`src/rtl/dmarb_pkg.sv`:
```
`timescale 1ns/1ps
package dmarb_pkg;

    localparam int          DW         = 32;
    localparam logic [31:0] CH_STRIDE  = 32'h70;

    localparam logic [31:0] OFS_WORD0  = 32'h000;
    localparam logic [31:0] OFS_WORD1  = 32'h010;
    localparam logic [31:0] OFS_WORD2  = 32'h020;
    localparam logic [31:0] OFS_CHCTL  = 32'h030;

    localparam logic [31:0] ALIAS_SET  = 32'h4;
    localparam logic [31:0] ALIAS_CLR  = 32'h8;

    localparam int          RST_LSB    = 16;
    localparam int          IRQEN_LSB  = 16;
    localparam int          BURST_BIT  = 28;
    localparam int          BURST8_BIT = 29;

    // self-clearing reset field, per layout
    localparam logic [31:0] RST_FIELD_NEW = 32'hFFFF_0000;
    localparam logic [31:0] RST_FIELD_OLD = 32'hCFFF_0000;

    typedef enum logic [1:0] {
        WOP_NONE,
        WOP_LOAD,
        WOP_SET,
        WOP_CLR
    } wop_e;

    typedef struct packed {
        logic        we;
        logic [31:0] addr;
        logic [31:0] wdata;
    } bus_req_t;

    function automatic logic [31:0] nxt_base(input bit legacy);
        return legacy ? 32'h050 : 32'h110;
    endfunction

    function automatic logic [31:0] sema_base(input bit legacy);
        return legacy ? 32'h080 : 32'h140;
    endfunction

    function automatic wop_e alias_op(input logic [31:0] a, input logic [31:0] base);
        if (a == base)                  return WOP_LOAD;
        else if (a == base + ALIAS_SET) return WOP_SET;
        else if (a == base + ALIAS_CLR) return WOP_CLR;
        else                            return WOP_NONE;
    endfunction

    function automatic logic [31:0] apply_op(input wop_e op, input logic [31:0] old,
                                             input logic [31:0] data);
        case (op)
            WOP_LOAD: return data;
            WOP_SET:  return old | data;
            WOP_CLR:  return old & ~data;
            default:  return old;
        endcase
    endfunction

endpackage

```
`src/rtl/dmarb_ctl_word.sv`:
```
`timescale 1ns/1ps
module dmarb_ctl_word
    import dmarb_pkg::*;
#(
    parameter logic [31:0] BASE    = 32'h0,
    parameter bit          PRESENT = 1'b1,
    parameter logic [31:0] SC_MASK = 32'h0
) (
    input  logic     clk,
    input  logic     rst,
    input  bus_req_t req,
    output logic [DW-1:0] word,
    output logic     rd_hit
);

    wop_e wr_op;
    wop_e dec_op;

    always_comb begin
        dec_op = alias_op(req.addr, BASE);
        wr_op  = WOP_NONE;
        if (PRESENT && req.we)
            wr_op = dec_op;
    end

    assign rd_hit = PRESENT && (dec_op != WOP_NONE);

    // self-clearing bits live for exactly one cycle
    always_ff @(posedge clk) begin
        if (rst)
            word <= '0;
        else
            word <= apply_op(wr_op, word & ~SC_MASK, req.wdata);
    end

endmodule

```
`src/rtl/dmarb_chan_slot.sv`:
```
`timescale 1ns/1ps
module dmarb_chan_slot
    import dmarb_pkg::*;
#(
    parameter int          SW       = 8,
    parameter logic [31:0] NXT_ADDR = 32'h110,
    parameter logic [31:0] SEM_ADDR = 32'h140
) (
    input  logic          clk,
    input  logic          rst,
    input  bus_req_t      req,
    input  logic          dec,
    output logic [DW-1:0] start_addr,
    output logic [SW-1:0] count,
    output logic          kick,
    output logic [DW-1:0] rd_data
);

    localparam logic [SW:0] MAXC = {1'b0, {SW{1'b1}}};

    logic          nxt_hit;
    logic          sem_hit;
    logic [SW-1:0] add_val;
    logic [SW:0]   sum_raw;
    logic [SW:0]   sum_dec;
    logic [SW-1:0] count_d;

    assign nxt_hit = (req.addr == NXT_ADDR);
    assign sem_hit = (req.addr == SEM_ADDR);

    always_comb begin
        add_val = (req.we && sem_hit) ? req.wdata[SW-1:0] : '0;
        sum_raw = {1'b0, count} + {1'b0, add_val};
        sum_dec = (dec && (sum_raw != '0)) ? sum_raw - 1'b1 : sum_raw;
        count_d = (sum_dec > MAXC) ? {SW{1'b1}} : sum_dec[SW-1:0];
    end

    always_ff @(posedge clk) begin
        if (rst) begin
            start_addr <= '0;
            count      <= '0;
            kick       <= 1'b0;
        end else begin
            if (req.we && nxt_hit)
                start_addr <= req.wdata;
            count <= count_d;
            kick  <= req.we && sem_hit && (req.wdata[SW-1:0] != '0);
        end
    end

    always_comb begin
        rd_data = '0;
        if (nxt_hit)
            rd_data = start_addr;
        else if (sem_hit)
            rd_data[SW-1:0] = count;
    end

endmodule

```
`src/rtl/dmarb_regbank.sv`:
```
`timescale 1ns/1ps
module dmarb_regbank
    import dmarb_pkg::*;
#(
    parameter int NCH    = 16,
    parameter bit LEGACY = 1'b0,
    parameter int AW     = 12,
    parameter int SW     = 8
) (
    input  logic              clk,
    input  logic              rst,
    input  logic [AW-1:0]     bus_addr,
    input  logic [31:0]       bus_wdata,
    input  logic              bus_we,
    output logic [31:0]       bus_rdata,
    input  logic [NCH-1:0]    sema_dec,
    output logic [NCH-1:0]    chan_freeze,
    output logic [NCH-1:0]    chan_reset,
    output logic [NCH-1:0]    chan_kick,
    output logic [NCH*32-1:0] chan_start_addr,
    output logic [NCH*SW-1:0] sema_count,
    output logic [NCH-1:0]    irq_enable,
    output logic              burst_en,
    output logic              burst8_en
);

    localparam logic [31:0] NXT0     = nxt_base(LEGACY);
    localparam logic [31:0] SEM0     = sema_base(LEGACY);
    localparam logic [31:0] W0_SC    = LEGACY ? RST_FIELD_OLD : 32'h0;
    localparam logic [31:0] RST_ALLOW = LEGACY ? RST_FIELD_OLD : RST_FIELD_NEW;

    bus_req_t    req;
    logic [31:0] w0, w1, w2, wcc;
    logic        h0, h1, h2, hcc;
    logic [31:0] chctl;
    logic [31:0] ch_rd [NCH];

    assign req.we    = bus_we;
    assign req.addr  = 32'(bus_addr);
    assign req.wdata = bus_wdata;

    dmarb_ctl_word #(.BASE(OFS_WORD0), .PRESENT(1'b1), .SC_MASK(W0_SC)) u_w0 (
        .clk(clk), .rst(rst), .req(req), .word(w0), .rd_hit(h0));

    dmarb_ctl_word #(.BASE(OFS_WORD1), .PRESENT(1'b1), .SC_MASK(32'h0)) u_w1 (
        .clk(clk), .rst(rst), .req(req), .word(w1), .rd_hit(h1));

    dmarb_ctl_word #(.BASE(OFS_WORD2), .PRESENT(1'b1), .SC_MASK(32'h0)) u_w2 (
        .clk(clk), .rst(rst), .req(req), .word(w2), .rd_hit(h2));

    dmarb_ctl_word #(.BASE(OFS_CHCTL), .PRESENT(!LEGACY), .SC_MASK(RST_FIELD_NEW)) u_wcc (
        .clk(clk), .rst(rst), .req(req), .word(wcc), .rd_hit(hcc));

    generate
        if (LEGACY) begin : g_ctl_old
            assign chctl = w0;
        end else begin : g_ctl_new
            assign chctl = wcc;
        end
    endgenerate

    assign chan_freeze = chctl[NCH-1:0];
    assign chan_reset  = chctl[RST_LSB +: NCH] & RST_ALLOW[RST_LSB +: NCH];
    assign irq_enable  = w1[IRQEN_LSB +: NCH];
    assign burst_en    = w0[BURST_BIT];
    assign burst8_en   = w0[BURST8_BIT];

    generate
        for (genvar n = 0; n < NCH; n++) begin : g_ch
            dmarb_chan_slot #(
                .SW(SW),
                .NXT_ADDR(NXT0 + 32'(n) * CH_STRIDE),
                .SEM_ADDR(SEM0 + 32'(n) * CH_STRIDE)
            ) u_slot (
                .clk(clk),
                .rst(rst),
                .req(req),
                .dec(sema_dec[n]),
                .start_addr(chan_start_addr[n*32 +: 32]),
                .count(sema_count[n*SW +: SW]),
                .kick(chan_kick[n]),
                .rd_data(ch_rd[n])
            );
        end
    endgenerate

    always_comb begin
        bus_rdata = '0;
        if (h0)  bus_rdata = bus_rdata | w0;
        if (h1)  bus_rdata = bus_rdata | w1;
        if (h2)  bus_rdata = bus_rdata | w2;
        if (hcc) bus_rdata = bus_rdata | wcc;
        for (int n = 0; n < NCH; n++)
            bus_rdata = bus_rdata | ch_rd[n];
    end

endmodule

```
`config.mk`:
```
export PLATFORM = sky130hd
export DESIGN_NAME = dmarb_regbank
export DESIGN_NICKNAME = d
export VERILOG_FILES = /design/src/rtl/dmarb_pkg.sv /design/src/rtl/dmarb_ctl_word.sv /design/src/rtl/dmarb_chan_slot.sv /design/src/rtl/dmarb_regbank.sv
export SDC_FILE = /design/constraint.sdc
export NUM_CORES = 2
export LEC_CHECK = 0
export BUFFER_PORTS_ARGS = -buffer_cell sky130_fd_sc_hd__buf_2
export CAP_MARGIN = 40
export CORE_AREA = 3 3 311 313
export DETAILED_ROUTE_END_ITERATION = 12
export DIE_AREA = 0 0 314 316
export RECOVER_POWER = 50
export SLEW_MARGIN = 20
export SYNTH_ARGS = -nofsm -noshare
export SYNTH_HDL_FRONTEND = slang
export SYNTH_SLANG_ARGS = --single-unit
export TNS_END_PERCENT = 100
```
`constraint.sdc`:
```
create_clock -name clk -period 8 [get_ports clk]
set_input_delay 1.6 -clock clk [delete_from_list [all_inputs] [get_ports clk]]
set_output_delay 1.6 -clock clk [all_outputs]
set_load 0.02 [all_outputs]
```
==> impl_metrics.py <==
metrics = {
    "status": {
        "status": "complete, but fails checks",
        "violations": "max-capacitance violations, max-slew violations",
    },
    "finish": {
        "regArea_um2": 15700,
        "nNetsFinal": 6114,
        "multi_input_area_um2": 23010,
        "area_delta_synth_final_pct": 18.37,
        "nFillCells": 9630,
        "drive_above_1_share": 0.07246,
        "fin_cells": 7241,
    },
    "grt": {
        "grt_pass1_wl_mm": 304.6,
        "use_met2": 0.6476,
        "grt_max_degree": 210,
        "grt_pass1_vias": 41420,
        "overflow": 0,
        "busiest_layer": "met2",
        "grt_usage": 0.4200,
        "antenna_found_initial": 28,
        "grt_use_met1": 0.4955,
        "met3_usage": 0.1162,
    },
    "placement": {
        "pre_cts_ws_ps": 1471,
        "portBuffers": 800,
        "dpl.cell_count": 7056,
        "place_hpwl_mm": 154.3,
        "gp_congestion": 1.013,
    },
    "synth": {
        "avgSynthCellArea_um2": 7.600,
        "syn_area_um2": 40670,
        "synth_top_cell_area_share": 0.3859,
        "yosys-top-cells-area": "dfxtp_1, nand2_1, a21oi_1, a22oi_1, ha_1",
        "synthArstFlopShare": 0,
        "synth-edff-count": 0,
        "synth_flop_cell": "dfxtp_1",
        "yosysMostFrequentCell": "nand2_1",
        "yosys_warnings": 0,
        "ys_seq_area_frac": 0.3859,
        "synth_top_area_cell": "dfxtp_1",
        "synthTopCellsByCount": "nand2_1, dfxtp_1, a21oi_1",
        "synth.distinct_cells": 81,
        "ys_seq_elements": 784,
        "syn_nets": 5574,
        "synth_cells": 5351,
    },
    "clocking": {
        "cts-resized-gates": 0,
        "hold_buffers": 0,
        "htreeDepth": 3,
        "clkSlewWorstSetupHoldPaths_ps": 60,
        "clkLatencyLatePin_ps": 710,
        "cts_buffers": 92,
        "cts_tree": "yes",
        "clk_path_buf_depth": 3,
        "clkSinkCount": 784,
        "root_buffer": "clkbuf_16",
        "cts_setup_buffers": 0,
    },
    "die": {
        "rows": 113,
        "start_util": 0.4300,
        "io-pin-count": 801,
        "fp.coreArea_um2": 94590,
        "fp.dieW_um": 314,
        "dieArea_um2": 99220,
        "die_height_um": 316,
    },
    "drt": {
        "vias": 46030,
        "drt-initial-drc-count": 6500,
        "drt_wl_total_mm": 219.1,
        "viasPerCell": 6.356,
        "first_pass_iters": 7,
        "drc": 0,
        "wl_per_cell_um": 30.26,
        "ant_nets": 0,
    },
    "worst_setup_path": {
        "slowest_delay_ps": 710,
        "crit_chain": "buf_2 > nor4_2 > clkbuf_1 > nand3b_1 > nor3_2 > buf_4 > a22oi_1 > nand3_1 > nor2_1 > nand4_1 > buf_2",
        "rrSetupSlack_ps": 4390,
        "start_kind": "input pin",
        "required_ps": 6400,
        "critPathCaptureType": "output pin",
        "critPathMaxFanout": 27,
        "slowest_stage": "nor3_2",
        "critPathArrivalTime_ps": 5360,
        "rr_worst_depth": 10,
        "critPathMostFrequentCell": "buf_2",
        "path_class": "in -> out",
    },
    "power_and_ir_drop": {
        "p_per_area_nw_per_um2": 265.2,
        "p_leak_nw": 17.63,
        "ir_drop_mv": 0.1939,
    },
    "sta": {
        "tns_ps": 0,
        "fmax_ghz": 0.1437,
        "period_needed_ps": 6958,
        "skew_ps": 20.72,
        "rsz0062_at_grt": "no",
        "finalSetupViolations": 0,
        "final_max_slew_viol_count": 103,
        "finalCritPeriodShare": 0.8698,
        "worstMarginPinSlew_ps": 2869,
        "maxSlewHeadroom": -0.9127,
        "hold_violations": 0,
        "worst_slack_ps": 1042,
    },
    "worst_hold_path": {
        "min_path_cells": 2,
        "hold_path.class": "reg -> reg",
    },
    "run": {
        "max-cap-violations": 4,
    },
}
## routing by layer
metal | vias up | wire length (um)
met5 | - | 175
met2 | 3121 | 94810
li1 | 20160 | -
met1 | 21930 | 77600
met3 | 792 | 25330
met4 | 26 | 21190
## cell type report
cell class                      count  share of cell area
Antenna cell                       14           0.0007278
Clock buffer                      129             0.05508
Clock inverter                     36             0.01263
Inverter                           73            0.005692
Multi-Input combinational cell   4023              0.4781
Sequential cell                   784              0.3260
Tap cell                         1265             0.03288
Timing Repair Buffer              917             0.08887
## power breakdown
group	leakage, nW	total, mW	internal (mW)	switching, mW
combinational	9.73	3.48	1.22	2.26
clock	1.58	4.56	2.68	1.88
sequential	6.33	4.72	4.16	0.567
total	17.6	12.8	8.06	4.70
## state kept, by name, indices dropped and copies added, names as in the netlist
name and cells:
g_ch.u_slot.count 128, g_ch.u_slot.kick 16, g_ch.u_slot.start_addr 512, u_w0.word 32
u_w1.word 32, u_w2.word 32, u_wcc.word 32
## final timing paths
| kind | startpoint | end |
|---|---|---|
| min | g_ch[10].u_slot.start_addr[14]$_SDFFE_PP0P_ | g_ch[10].u_slot.start_addr[14]$_SDFFE_PP0P_ |
| min reg2reg | g_ch[10].u_slot.start_addr[14]$_SDFFE_PP0P_ | g_ch[10].u_slot.start_addr[14]$_SDFFE_PP0P_ |
| max | bus_addr[1] | bus_rdata[21] |
| max reg2reg | g_ch[5].u_slot.count[0]$_SDFF_PP0_ | g_ch[5].u_slot.count[1]$_SDFF_PP0_ |
## through the flow
| step | utilization | area, um2 | total power [mW] | hold WS [ps] |
|---|---|---|---|---|
| 2_1_floorplan | - | 40670 | 7.075 | 453.3 |
| 3_3_place_gp | 0.4800 | 45400 | 8.212 | 451.9 |
| 3_5_place_dp | 0.4834 | 45720 | 8.229 | 460.7 |
| 4_1_cts | 0.5178 | 48980 | 12.74 | 467.7 |
| 5_1_grt | 0.5086 | 48110 | 13.26 | 487.7 |
| 6_report | 0.5089 | 48140 | 12.77 | 470.5 |
## worst max-delay path, delay by kind of cell
kind                   cells  cell delay, ps
AOI/OAI and AO/OA          1             350
buffers and inverters      4            1300
and+or+nand+nor            6            2040
## cell families after synthesis
| family | count (synthesis) | synth area share |
|---|---|---|
| flip-flops | 784 | 0.3859 |
| multiplexers | 15 | 0.003876 |
| AND/OR/NAND/NOR | 2107 | 0.2271 |
| buffers and inverters | 544 | 0.05344 |
| AO/OA/AOI/OAI | 1625 | 0.2525 |
| adder cells (fa/ha/maj) | 160 | 0.05218 |
| XOR/XNOR | 116 | 0.02498 |
## placed cells by master, fill, tap and decap left out, drive strengths merged, types with 100 or more instances in the layout
master     n
nor3     100
nand2   1239
nand3    109
buf      202
a22oi    246
and3     153
nor2     275
dfxtp    784
a21oi    713
ha       144
clkbuf   844
o21ai    201
(Power assumes the default switching activity.)
